**config.mk**
```make
export PLATFORM = sky130hd
export DESIGN_NAME = crs_commit_stack
export DESIGN_NICKNAME = d
export VERILOG_FILES = /design/src/rtl/crs_pkg.sv /design/src/rtl/crs_entry_bank.sv /design/src/rtl/crs_ptr_ctl.sv /design/src/rtl/crs_commit_stack.sv
export SDC_FILE = /design/constraint.sdc
export NUM_CORES = 1
export LEC_CHECK = 0
export CAP_MARGIN = 20
export CORE_MARGIN = 4
export CORE_UTILIZATION = 65
export CTS_CLUSTER_DIAMETER = 30
export DETAILED_ROUTE_END_ITERATION = 10
export DONT_BUFFER_PORTS = 1
export PLACE_DENSITY = 0.81
export RECOVER_POWER = 100
export SLEW_MARGIN = 20
export SYNTH_ARGS = -nofsm -noshare
export SYNTH_HDL_FRONTEND = slang
export SYNTH_SLANG_ARGS = --single-unit
```
**constraint.sdc**
```tcl
create_clock -name clk -period 5.46 [get_ports clk]
set_clock_uncertainty 0.2 [all_clocks]
set_input_delay 1.092 -clock clk [delete_from_list [all_inputs] [get_ports clk]]
set_output_delay 1.092 -clock clk [all_outputs]
set_load 0.03 [all_outputs]
```
**src/rtl/crs_pkg.sv**
```systemverilog
package crs_pkg;
  typedef enum logic [2:0] {
    CRS_IDLE    = 3'd0,
    CRS_FOLD    = 3'd1,
    CRS_GROW    = 3'd2,
    CRS_CTR_DN  = 3'd3,
    CRS_PTR_DN  = 3'd4
  } crs_op_e;
endpackage

```
**src/rtl/crs_entry_bank.sv**
```systemverilog
module crs_entry_bank #(
  parameter int DEPTH  = 16,
  parameter int ADDR_W = 32,
  parameter int CTR_W  = 2,
  localparam int PTR_W = $clog2(DEPTH)
) (
  input  logic              clk,
  input  logic              rst_n,
  input  logic              we,
  input  logic [PTR_W-1:0]  widx,
  input  logic [ADDR_W-1:0] waddr,
  input  logic [CTR_W-1:0]  wctr,
  input  logic [PTR_W-1:0]  ra_idx,
  output logic [ADDR_W-1:0] ra_addr,
  output logic [CTR_W-1:0]  ra_ctr,
  input  logic [PTR_W-1:0]  rb_idx,
  output logic [ADDR_W-1:0] rb_addr,
  output logic [CTR_W-1:0]  rb_ctr
);
  logic [ADDR_W-1:0] addr_q [DEPTH];
  logic [CTR_W-1:0]  ctr_q  [DEPTH];

  for (genvar g = 0; g < DEPTH; g++) begin : g_slot
    always_ff @(posedge clk or negedge rst_n) begin
      if (!rst_n) begin
        addr_q[g] <= '0;
        ctr_q[g]  <= '0;
      end else if (we && (widx == PTR_W'(g))) begin
        addr_q[g] <= waddr;
        ctr_q[g]  <= wctr;
      end
    end
  end

  assign ra_addr = addr_q[ra_idx];
  assign ra_ctr  = ctr_q[ra_idx];
  assign rb_addr = addr_q[rb_idx];
  assign rb_ctr  = ctr_q[rb_idx];
endmodule

```
**src/rtl/crs_ptr_ctl.sv**
```systemverilog
module crs_ptr_ctl
  import crs_pkg::*;
#(
  parameter int DEPTH  = 16,
  parameter int ADDR_W = 32,
  parameter int CTR_W  = 2,
  localparam int PTR_W = $clog2(DEPTH),
  localparam logic [CTR_W-1:0] CTR_MAX = {CTR_W{1'b1}}
) (
  input  logic              clk,
  input  logic              rst_n,
  input  logic              fire,
  input  logic              is_push,
  input  logic [ADDR_W-1:0] push_addr,
  input  logic [ADDR_W-1:0] cur_addr,
  input  logic [CTR_W-1:0]  cur_ctr,
  output logic [PTR_W-1:0]  sp,
  output logic              we,
  output logic [PTR_W-1:0]  widx,
  output logic [ADDR_W-1:0] waddr,
  output logic [CTR_W-1:0]  wctr
);
  crs_op_e          op;
  logic [PTR_W-1:0] sp_q, sp_d;

  always_comb begin
    op = CRS_IDLE;
    if (fire) begin
      if (is_push) begin
        op = (push_addr == cur_addr && cur_ctr != CTR_MAX) ? CRS_FOLD : CRS_GROW;
      end else begin
        op = (cur_ctr != '0) ? CRS_CTR_DN : CRS_PTR_DN;
      end
    end
  end

  always_comb begin
    sp_d  = sp_q;
    we    = 1'b0;
    widx  = sp_q;
    waddr = cur_addr;
    wctr  = cur_ctr;
    unique case (op)
      CRS_FOLD: begin
        we   = 1'b1;
        wctr = cur_ctr + CTR_W'(1);
      end
      CRS_GROW: begin
        sp_d  = sp_q + PTR_W'(1);
        we    = 1'b1;
        widx  = sp_q + PTR_W'(1);
        waddr = push_addr;
        wctr  = '0;
      end
      CRS_CTR_DN: begin
        we   = 1'b1;
        wctr = cur_ctr - CTR_W'(1);
      end
      CRS_PTR_DN: sp_d = sp_q - PTR_W'(1);
      default: ;
    endcase
  end

  always_ff @(posedge clk or negedge rst_n) begin
    if (!rst_n) sp_q <= '0;
    else        sp_q <= sp_d;
  end

  assign sp = sp_q;
endmodule

```
**src/rtl/crs_commit_stack.sv**
```systemverilog
module crs_commit_stack #(
  parameter int DEPTH  = 16,
  parameter int ADDR_W = 32,
  parameter int CTR_W  = 2,
  localparam int PTR_W = $clog2(DEPTH)
) (
  input  logic              clk,
  input  logic              rst_n,
  input  logic              cmt_valid,
  output logic              cmt_ready,
  input  logic              cmt_push,
  input  logic [ADDR_W-1:0] cmt_addr,
  output logic [PTR_W-1:0]  top_ptr,
  output logic [ADDR_W-1:0] top_addr,
  output logic [CTR_W-1:0]  top_ctr,
  input  logic [PTR_W-1:0]  rd_idx,
  output logic [ADDR_W-1:0] rd_addr,
  output logic [CTR_W-1:0]  rd_ctr
);
  logic              fire;
  logic              we;
  logic [PTR_W-1:0]  widx;
  logic [ADDR_W-1:0] waddr;
  logic [CTR_W-1:0]  wctr;

  assign cmt_ready = rst_n;
  assign fire      = cmt_valid && cmt_ready;

  crs_ptr_ctl #(.DEPTH(DEPTH), .ADDR_W(ADDR_W), .CTR_W(CTR_W)) u_ctl (
    .clk(clk), .rst_n(rst_n), .fire(fire), .is_push(cmt_push),
    .push_addr(cmt_addr), .cur_addr(top_addr), .cur_ctr(top_ctr),
    .sp(top_ptr), .we(we), .widx(widx), .waddr(waddr), .wctr(wctr)
  );

  crs_entry_bank #(.DEPTH(DEPTH), .ADDR_W(ADDR_W), .CTR_W(CTR_W)) u_bank (
    .clk(clk), .rst_n(rst_n), .we(we), .widx(widx), .waddr(waddr), .wctr(wctr),
    .ra_idx(top_ptr), .ra_addr(top_addr), .ra_ctr(top_ctr),
    .rb_idx(rd_idx), .rb_addr(rd_addr), .rb_ctr(rd_ctr)
  );
endmodule

```
Word level (Yosys, flattened, before mapping)
Cells that the tools add are included.
{"block": "totals", "register_bits": 548, "inputBits": 40, "out_inout_bits": 73, "wordCells": 105}
{"block": "classes", "n_addsub": 4, "order_cmp": 2, "eq_ne": 21, "n_mux": 21, "bitwise_logic": 2, "reduce_logical": 22}
{"operator": "$bmux 32 s4", "n": 2}
{"operator": "$mux 32", "n": 5}
{"operator": "$eq 32x32->1", "n": 1}
{"operator": "$eq 4x4->1 const B", "n": 8}
{"operator": "$logic_and 1x1->1", "n": 18}
{"operator": "$bmux 2 s4", "n": 2}
{"operator": "$eq 4x3->1 const B", "n": 4}
{"operator": "$ge 5x5->1 const B", "n": 2}
{"operator": "$mux 2", "n": 5}
{"operator": "$not 4->5", "n": 2}
{"operator": "$mux 3", "n": 3}
{"operator": "$eq 4x2->1 const B", "n": 2}
{"operator": "$pmux 4 s2", "n": 1}
{"operator": "$eq 3x2->1 const B", "n": 2}
{"operator": "$pmux 2 s3", "n": 1}
{"operator": "$add 4x1->4 const B", "n": 1}
{"operator": "$eq 4x1->1 const B", "n": 1}
{"operator": "$logic_not 4->1", "n": 1}
{"operator": "$mux 4", "n": 1}
{"operator": "$reduce_bool 2->1", "n": 2}
{"operator": "$sub 4x1->4 const B", "n": 1}
{"operator": "$eq 3x1->1 const B", "n": 1}
{"operator": "$eq 3x3->1 const B", "n": 1}
{"operator": "$reduce_or 3->1", "n": 1}
{"operator": "other kinds (4)", "n": 4}

Longest topological paths before layout
{"block": "logic_depth", "ltp_word": 13, "ltp_mapped": 20, "ltp_nobuf": 11}

Cells and area by module
From an unflattened synthesis, not the netlist that was laid out.
{"block": "unflattened", "hier_cells": 1927, "hier_area_um2": 29624.7}
{"module": "crs_entry_bank", "instances": 1, "cells_per_inst": 1774, "area_per_inst_um2": 28175.8, "seq_area_each_um2": 13613.1}
{"module": "crs_ptr_ctl", "instances": 1, "cells_per_inst": 151, "area_per_inst_um2": 1435.1, "seq_area_each_um2": 100.1}
{"module": "crs_commit_stack", "instances": 1, "cells_per_inst": 2, "area_per_inst_um2": 13.8, "seq_area_each_um2": 0.0}

Least setup slack after synthesis
Ideal clock, no wire load.
{"block": "synth_timing", "path_type": "register -> register", "startpoint": "reg u_ctl.sp_q[1] (netlist: u_ctl.sp[1])", "endpoint": "reg u_bank.addr_q[135] (netlist bit)", "setup_time_ns": 0.125, "t_arrival_ns": 4.938, "required_ns": 5.135, "setup_slack_ns": 0.197, "stages_incl_launch_ff": 17, "path_buffers": 7, "period_less_slack_ns": 5.263, "path_cell_list": "dfrtp_1 clkbuf_1 buf_2 clkbuf_1 nor2_1 o21ai_0 xor2_1 or4_1 nor4_2 nor2_2 buf_6 buf_6 buf_6 mux2i_4 a21oi_1 buf_2 mux2_2"}
{"block": "synth_between", "elab_chain_cells": 13, "word_cells_on_any_way": 25, "cone_classes": "1 x add/sub; 6 x eq/ne; 13 x mux; 1 x bitwise; 4 x reduce/logical"}
{"element": "start, declared", "line_no": "crs_ptr_ctl.sv:24", "rtl": "logic [PTR_W-1:0] sp_q, sp_d;"}
{"element": "start signal, assigned", "line_no": "crs_ptr_ctl.sv:66", "rtl": "else sp_q <= sp_d;"}
{"element": "$not 4->5 (implied by the code) (*)", "line_no": "crs_entry_bank.sv:35", "rtl": "assign ra_addr = addr_q[ra_idx];"}
{"element": "$bmux 32 s4 (*)", "line_no": "crs_entry_bank.sv:35"}
{"element": "$mux 32 (implied by the code) (*) (2 in a row)", "line_no": "crs_entry_bank.sv:35"}
{"element": "named net top_addr[14]", "line_no": "crs_commit_stack.sv:14", "rtl": "output logic [ADDR_W-1:0] top_addr,"}
{"element": "$eq 32x32->1 (*)", "line_no": "crs_ptr_ctl.sv:30", "rtl": "op = (push_addr == cur_addr && cur_ctr != CTR_MAX) ? CRS_FOLD : CRS_GROW;"}
{"element": "$logic_and 1x1->1 (*)", "line_no": "crs_ptr_ctl.sv:30"}
{"element": "$mux 2 (*)", "line_no": "crs_ptr_ctl.sv:30"}
{"element": "$mux 3 (*)", "line_no": "crs_ptr_ctl.sv:29", "rtl": "if (is_push) begin"}
{"element": "$mux 3 (*)", "line_no": "crs_ptr_ctl.sv:28", "rtl": "if (fire) begin"}
{"element": "$eq 3x2->1 or $eq 3x1->1 (tied branches)", "line_no": "crs_ptr_ctl.sv:43", "rtl": "unique case (op)"}
{"element": "$mux 4 or $reduce_or 3->1 (tied branches)"}
{"element": "$eq 4x4->1 or $mux 1 (tied branches)", "line_no": "crs_entry_bank.sv:28, crs_ptr_ctl.sv:43"}
{"element": "$logic_and 1x1->1", "line_no": "crs_entry_bank.sv:28", "rtl": "end else if (we && (widx == PTR_W'(g))) begin"}
{"element": "end signal, assigned by index", "line_no": "crs_entry_bank.sv:29", "rtl": "addr_q[g] <= waddr;"}
{"element": "end, declared", "line_no": "crs_entry_bank.sv:20", "rtl": "logic [ADDR_W-1:0] addr_q [DEPTH];"}
The timed path passes the listed nets; every way through them passes the cells marked *. The select of a mux whose other input is x is not followed.
A chain may end at the register's enable or synchronous reset.

Worst setup path in the final report
{"block": "layout_timing", "startpoint": "reg u_ctl.sp_q[1] (netlist: u_ctl.sp[1])", "endpoint": "reg u_bank.addr_q[431] (netlist bit)"}
{"block": "layout_between", "elab_chain_cells": 13, "word_cells_on_any_way": 25, "cone_classes": "1 x add/sub; 6 x eq/ne; 13 x mux; 1 x bitwise; 4 x reduce/logical"}
{"element": "$not 4->5 (implied by the code)", "line_no": "crs_entry_bank.sv:35, crs_entry_bank.sv:36"}
{"element": "$bmux 32 s4 or $bmux 2 s4 (tied branches)", "line_no": "crs_entry_bank.sv:35, crs_entry_bank.sv:36"}
{"element": "$mux 32 (implied by the code) or $mux 2 (tied branches) (2 in a row)", "line_no": "crs_entry_bank.sv:35, crs_entry_bank.sv:36"}
{"element": "$eq 32x32->1 or $ne 2x2->1 (tied branches)", "line_no": "crs_ptr_ctl.sv:30"}
{"element": "$logic_and 1x1->1", "line_no": "crs_ptr_ctl.sv:30"}
{"element": "$mux 2", "line_no": "crs_ptr_ctl.sv:30"}
{"element": "$mux 3", "line_no": "crs_ptr_ctl.sv:29"}
{"element": "$mux 3", "line_no": "crs_ptr_ctl.sv:28"}
{"element": "$eq 3x2->1 or $eq 3x1->1 (tied branches)", "line_no": "crs_ptr_ctl.sv:43"}
{"element": "$mux 4 or $reduce_or 3->1 (tied branches)"}
{"element": "$eq 4x2->1 or $mux 1 (tied branches)", "line_no": "crs_entry_bank.sv:28, crs_ptr_ctl.sv:43"}
{"element": "$logic_and 1x1->1", "line_no": "crs_entry_bank.sv:28"}
Several ways; a longest one is shown, not always the timed one. The select of a mux whose other input is x is not followed.

==> results by group <==
Status
  – Status: complete, but fails checks
  – Violated checks: hold timing, capacitance limit, slew limit

Floorplanning
  – Starting utilization of the core area: between 60% and 70%
  – Core Region: between 40000 and 50000 sq um
  – Standard-cell row count: 79
  – Die Wd: 226 um
  – Die area: between 50000 and 60000 sq um
  – DIE HEIGHT: 226 um
  – Io pins: between 100 and 150

Global route
  – Grt total ovfl: 0
  – Via count of the first global-routing pass: about 23000
  – Number of antenna violations at the first check in global routing: 4
  – First-pass GRT wire length: between 100000 and 150000 um
  – Maximum number of pins on one net before global-route repair: about 550
  – GR Util All Layers: a little under two fifths

Worst setup path
  – Number of buffer and inverter stages on the critical path: 5
  – Register-to-register setup slack: ~0.11 ns
  – Critical path class: reg -> reg
  – Chain of cells forming the critical path: buf_12 > and2_0 > buf_4 > a22oi_1 > nand2_1 > xor2_1 > nor4_1 > nand4_1 > nor4_2 > nor2_4 > buf_4 > mux2i_1 > buf_2 > a21oi_4 > buf_4 > mux2_2
  – Biggest fanout along the worst timing path: 30
  – Maximum single-stage delay on the critical path: 0.64 ns
  – Cell type of the slowest stage on the worst timing path: and2_0
  – Kind of cell with the highest combined delay on the critical path: simple AND/OR/NAND/NOR gates
  – Data arrival time of the worst path: around 5.7 ns
  – Worst endpoint required time: 5.78 ns
  – Worst setup SP type: flip-flop
  – Most frequent cell on the critical path: buf_4
  – Kind of capture point of the worst setup path: flip-flop
  – Worst reg2reg startpoint: u_ctl.sp[1]
  – R2r worst-path depth: 16
  – FF-to-FF End: u_bank.addr_q[431]

Route
  – Iter 0 DRT Violations: between 2000 and 3000
  – DRC viols: 0
  – Length of the first detailed-routing pass in iterations: 5
  – Vias after detailed routing: 21200
  – Antenna viol nets, final: 0
  – Routed wire length per instance: 33.9 um
  – Sum of routed wire length over all layers: 95900 um
  – Post-detailed-route via-to-cell ratio: 7.49

Clock tree
  – CTS Buf Count: 111
  – Max Root-Sink Buffers: 3
  – CTS root buffer: clkbuf_16
  – CTS clk-pin slew, worst paths: approximately 0.050 ns
  – Worst-skew pair later-pin latency: between 0.6 and 0.7 ns
  – Total number of H-tree levels: 3
  – CTS sink count: 548
  – TritonCTS clock tree: done

Pwr
  – Cell Pwr Density: ~630 nW/um^2
  – Design Power: around 23 mW
  – Leakage power summed over all cells: approximately 17 nW
  – Worst vdd rail ir drop: 419 uV

Final layout
  – Final cell count without fillers: approximately 2800
  – Syn-to-layout area delta: 16.4%
  – Post-route standard cell area excluding fillers: roughly 36000 sq um
  – Layout Utilization: 76.8%
  – Fraction of final layout cells sized beyond drive strength 1: around two fifths
  – Final #Nets: 2168

Placed design
  – Pre-CTS setup slack: about 0.17 ns
  – Number of input and output port buffers inserted: 0
  – Placed cell area: roughly 32000 sq um
  – Number of cells in the design after placement: 2617
  – Last weighted congestion value of the routability-driven placer: approximately 0.96
  – Detailed Place HPWL: just under 60000 um

STA
  – Transition time at the pin with the least slew margin: 2.48 ns
  – Post-route worst setup slack: ~0.11 ns
  – Maximum frequency from static timing analysis: roughly 0.19 GHz
  – Setup repair after global routing missed its margin: false
  – Rel. slew slack: -65.0%
  – Post-route clock period utilization: 98.1%
  – Max Transition Viols Final: 261
  – Tmin final: between 5 and 6 ns
  – Setup-failing EPs final: 0
  – Final hold violations: 1
  – Final total negative setup slack: 0 ns
  – Worst hold slack after final layout: -0.0245 ns

Synthesis
  – EDFF count, synth: 0
  – Gate count of the mapped netlist: about 2100
  – Synth async-reset ratio: between 90% and 100%
  – Number of synthesized register bits: between 500 and 600
  – Warning count from the yosys run: 0
  – Leading post-synthesis cells by cell area: dfrtp_1, mux4_2, mux2_1, mux2_2, mux2i_1
  – Predominant post-synthesis flop cell: dfrtp_1
  – Sequential share of the synthesized area: roughly 44%
  – Synthesized area per cell: between 10 and 15 sq um
  – Area leader, netlist: dfrtp_1
  – Share of the synthesized area in the top cell type: 44.5%
  – Yosys cell types: 75
  – Summed instance area of the synthesized netlist: ~31000 sq um
  – Syn_nets: 2111

Flow run
  – Max Cap Violations: 1

Min path
  – Type of the most critical hold path: in -> async
## cell families (layout without fill, tap and decap cells)
kind of cell             after synthesis  count (layout)  share of synthesized area, %
other                                  0               2                             0
AO/OA/AOI/OAI                        193             193                          4.96
flip-flops                           548             548                          44.5
XOR/XNOR                              29              29                         0.824
AND/OR/NAND/NOR                      151             151                          2.41
adder cells (fa/ha/maj)                2               2                        0.0811
buffers and inverters                209             360                          3.42
multiplexers                         937             937                          43.8
## state kept, by name, indices dropped and copies added, names as in the netlist
signal	flops
u_ctl.sp	4
u_bank.ctr_q	32
u_bank.addr_q	512
## Yosys cell counts, drive strengths merged (10+ instances only)
| cell type | count |
|---|---|
| dfrtp | 548 |
| nor2 | 35 |
| mux4 | 263 |
| mux2 | 573 |
| mux2i | 101 |
| clkbuf | 88 |
| xnor2 | 15 |
| a21oi | 26 |
| inv | 16 |
| xor2 | 14 |
| a22oi | 29 |
| a2bb2oi | 20 |
| nand4 | 12 |
| o22a | 10 |
| o22ai | 27 |
| buf | 102 |
| o21ai | 23 |
| nor3 | 15 |
| nand2 | 46 |
## repair_timing
action / CTS / global route
gates resized for setup: 0 / 3
endpoints found under the setup margin: 0 / 315
buffers inserted: 0 / 2
hold endpoints to repair: 387 / 98
## layout make-up
cell class	instances	area, sq um
fillers	2616	10900
well taps	607	759
flip-flops and latches	548	13700
clock inverters	70	890
clock buffers	137	3120
inverters	19	71.3
multi-input cells	1312	16100
diodes	2	5.00
repair buffers	134	1240
## routing by layer
layer | GRT usage, % | part of all wire (%)
met1 | 50.2 | 36
met3 | 12.1 | 11
met4 | 20.1 | 6.1
met5 | 0 | 0.017
met2 | 58.1 | 46
## layout by cell type, fill, tap and decap left out, drive strengths merged, types with 14 or more instances in the layout
| cell type | count |
|---|---|
| a2bb2oi | 20 |
| xor2 | 14 |
| clkbuf | 156 |
| nor2 | 35 |
| mux4 | 263 |
| dfrtp | 548 |
| nor3 | 15 |
| clkinv | 36 |
| clkinvlp | 14 |
| mux2i | 101 |
| a22oi | 29 |
| o21ai | 23 |
| buf | 115 |
| inv | 22 |
| nand2 | 46 |
| o22ai | 27 |
| mux2 | 573 |
| xnor2 | 15 |
| bufinv | 17 |
| a21oi | 26 |
## worst max-delay path by stage
| stage | from | end | slack, ns | cells after the start |
|---|---|---|---|---|
| floorplan | u_ctl.sp[1] | u_bank.addr_q[135] | 0.20 | 16 |
| global placement | u_ctl.sp[2] | u_bank.addr_q[321] | 0.24 | 15 |
| detailed placement | u_ctl.sp[2] | u_bank.addr_q[326] | 0.17 | 15 |
| CTS | u_ctl.sp[2] | u_bank.ctr_q[20] | 0.16 | 15 |
| global route | u_ctl.sp[0] | u_bank.ctr_q[20] | 0.02 | 15 |
| finish | u_ctl.sp[1] | u_bank.addr_q[431] | 0.11 | 16 |
## where the power goes
| group | leakage (nW) | internal, mW | switching (mW) |
|---|---|---|---|
| Sequential | 7.44 | 5.46 | 1.20 |
| Clock | 1.95 | 4.85 | 2.30 |
| Combinational | 7.13 | 3.81 | 5.10 |
Power figures use the tool's default switching activity.
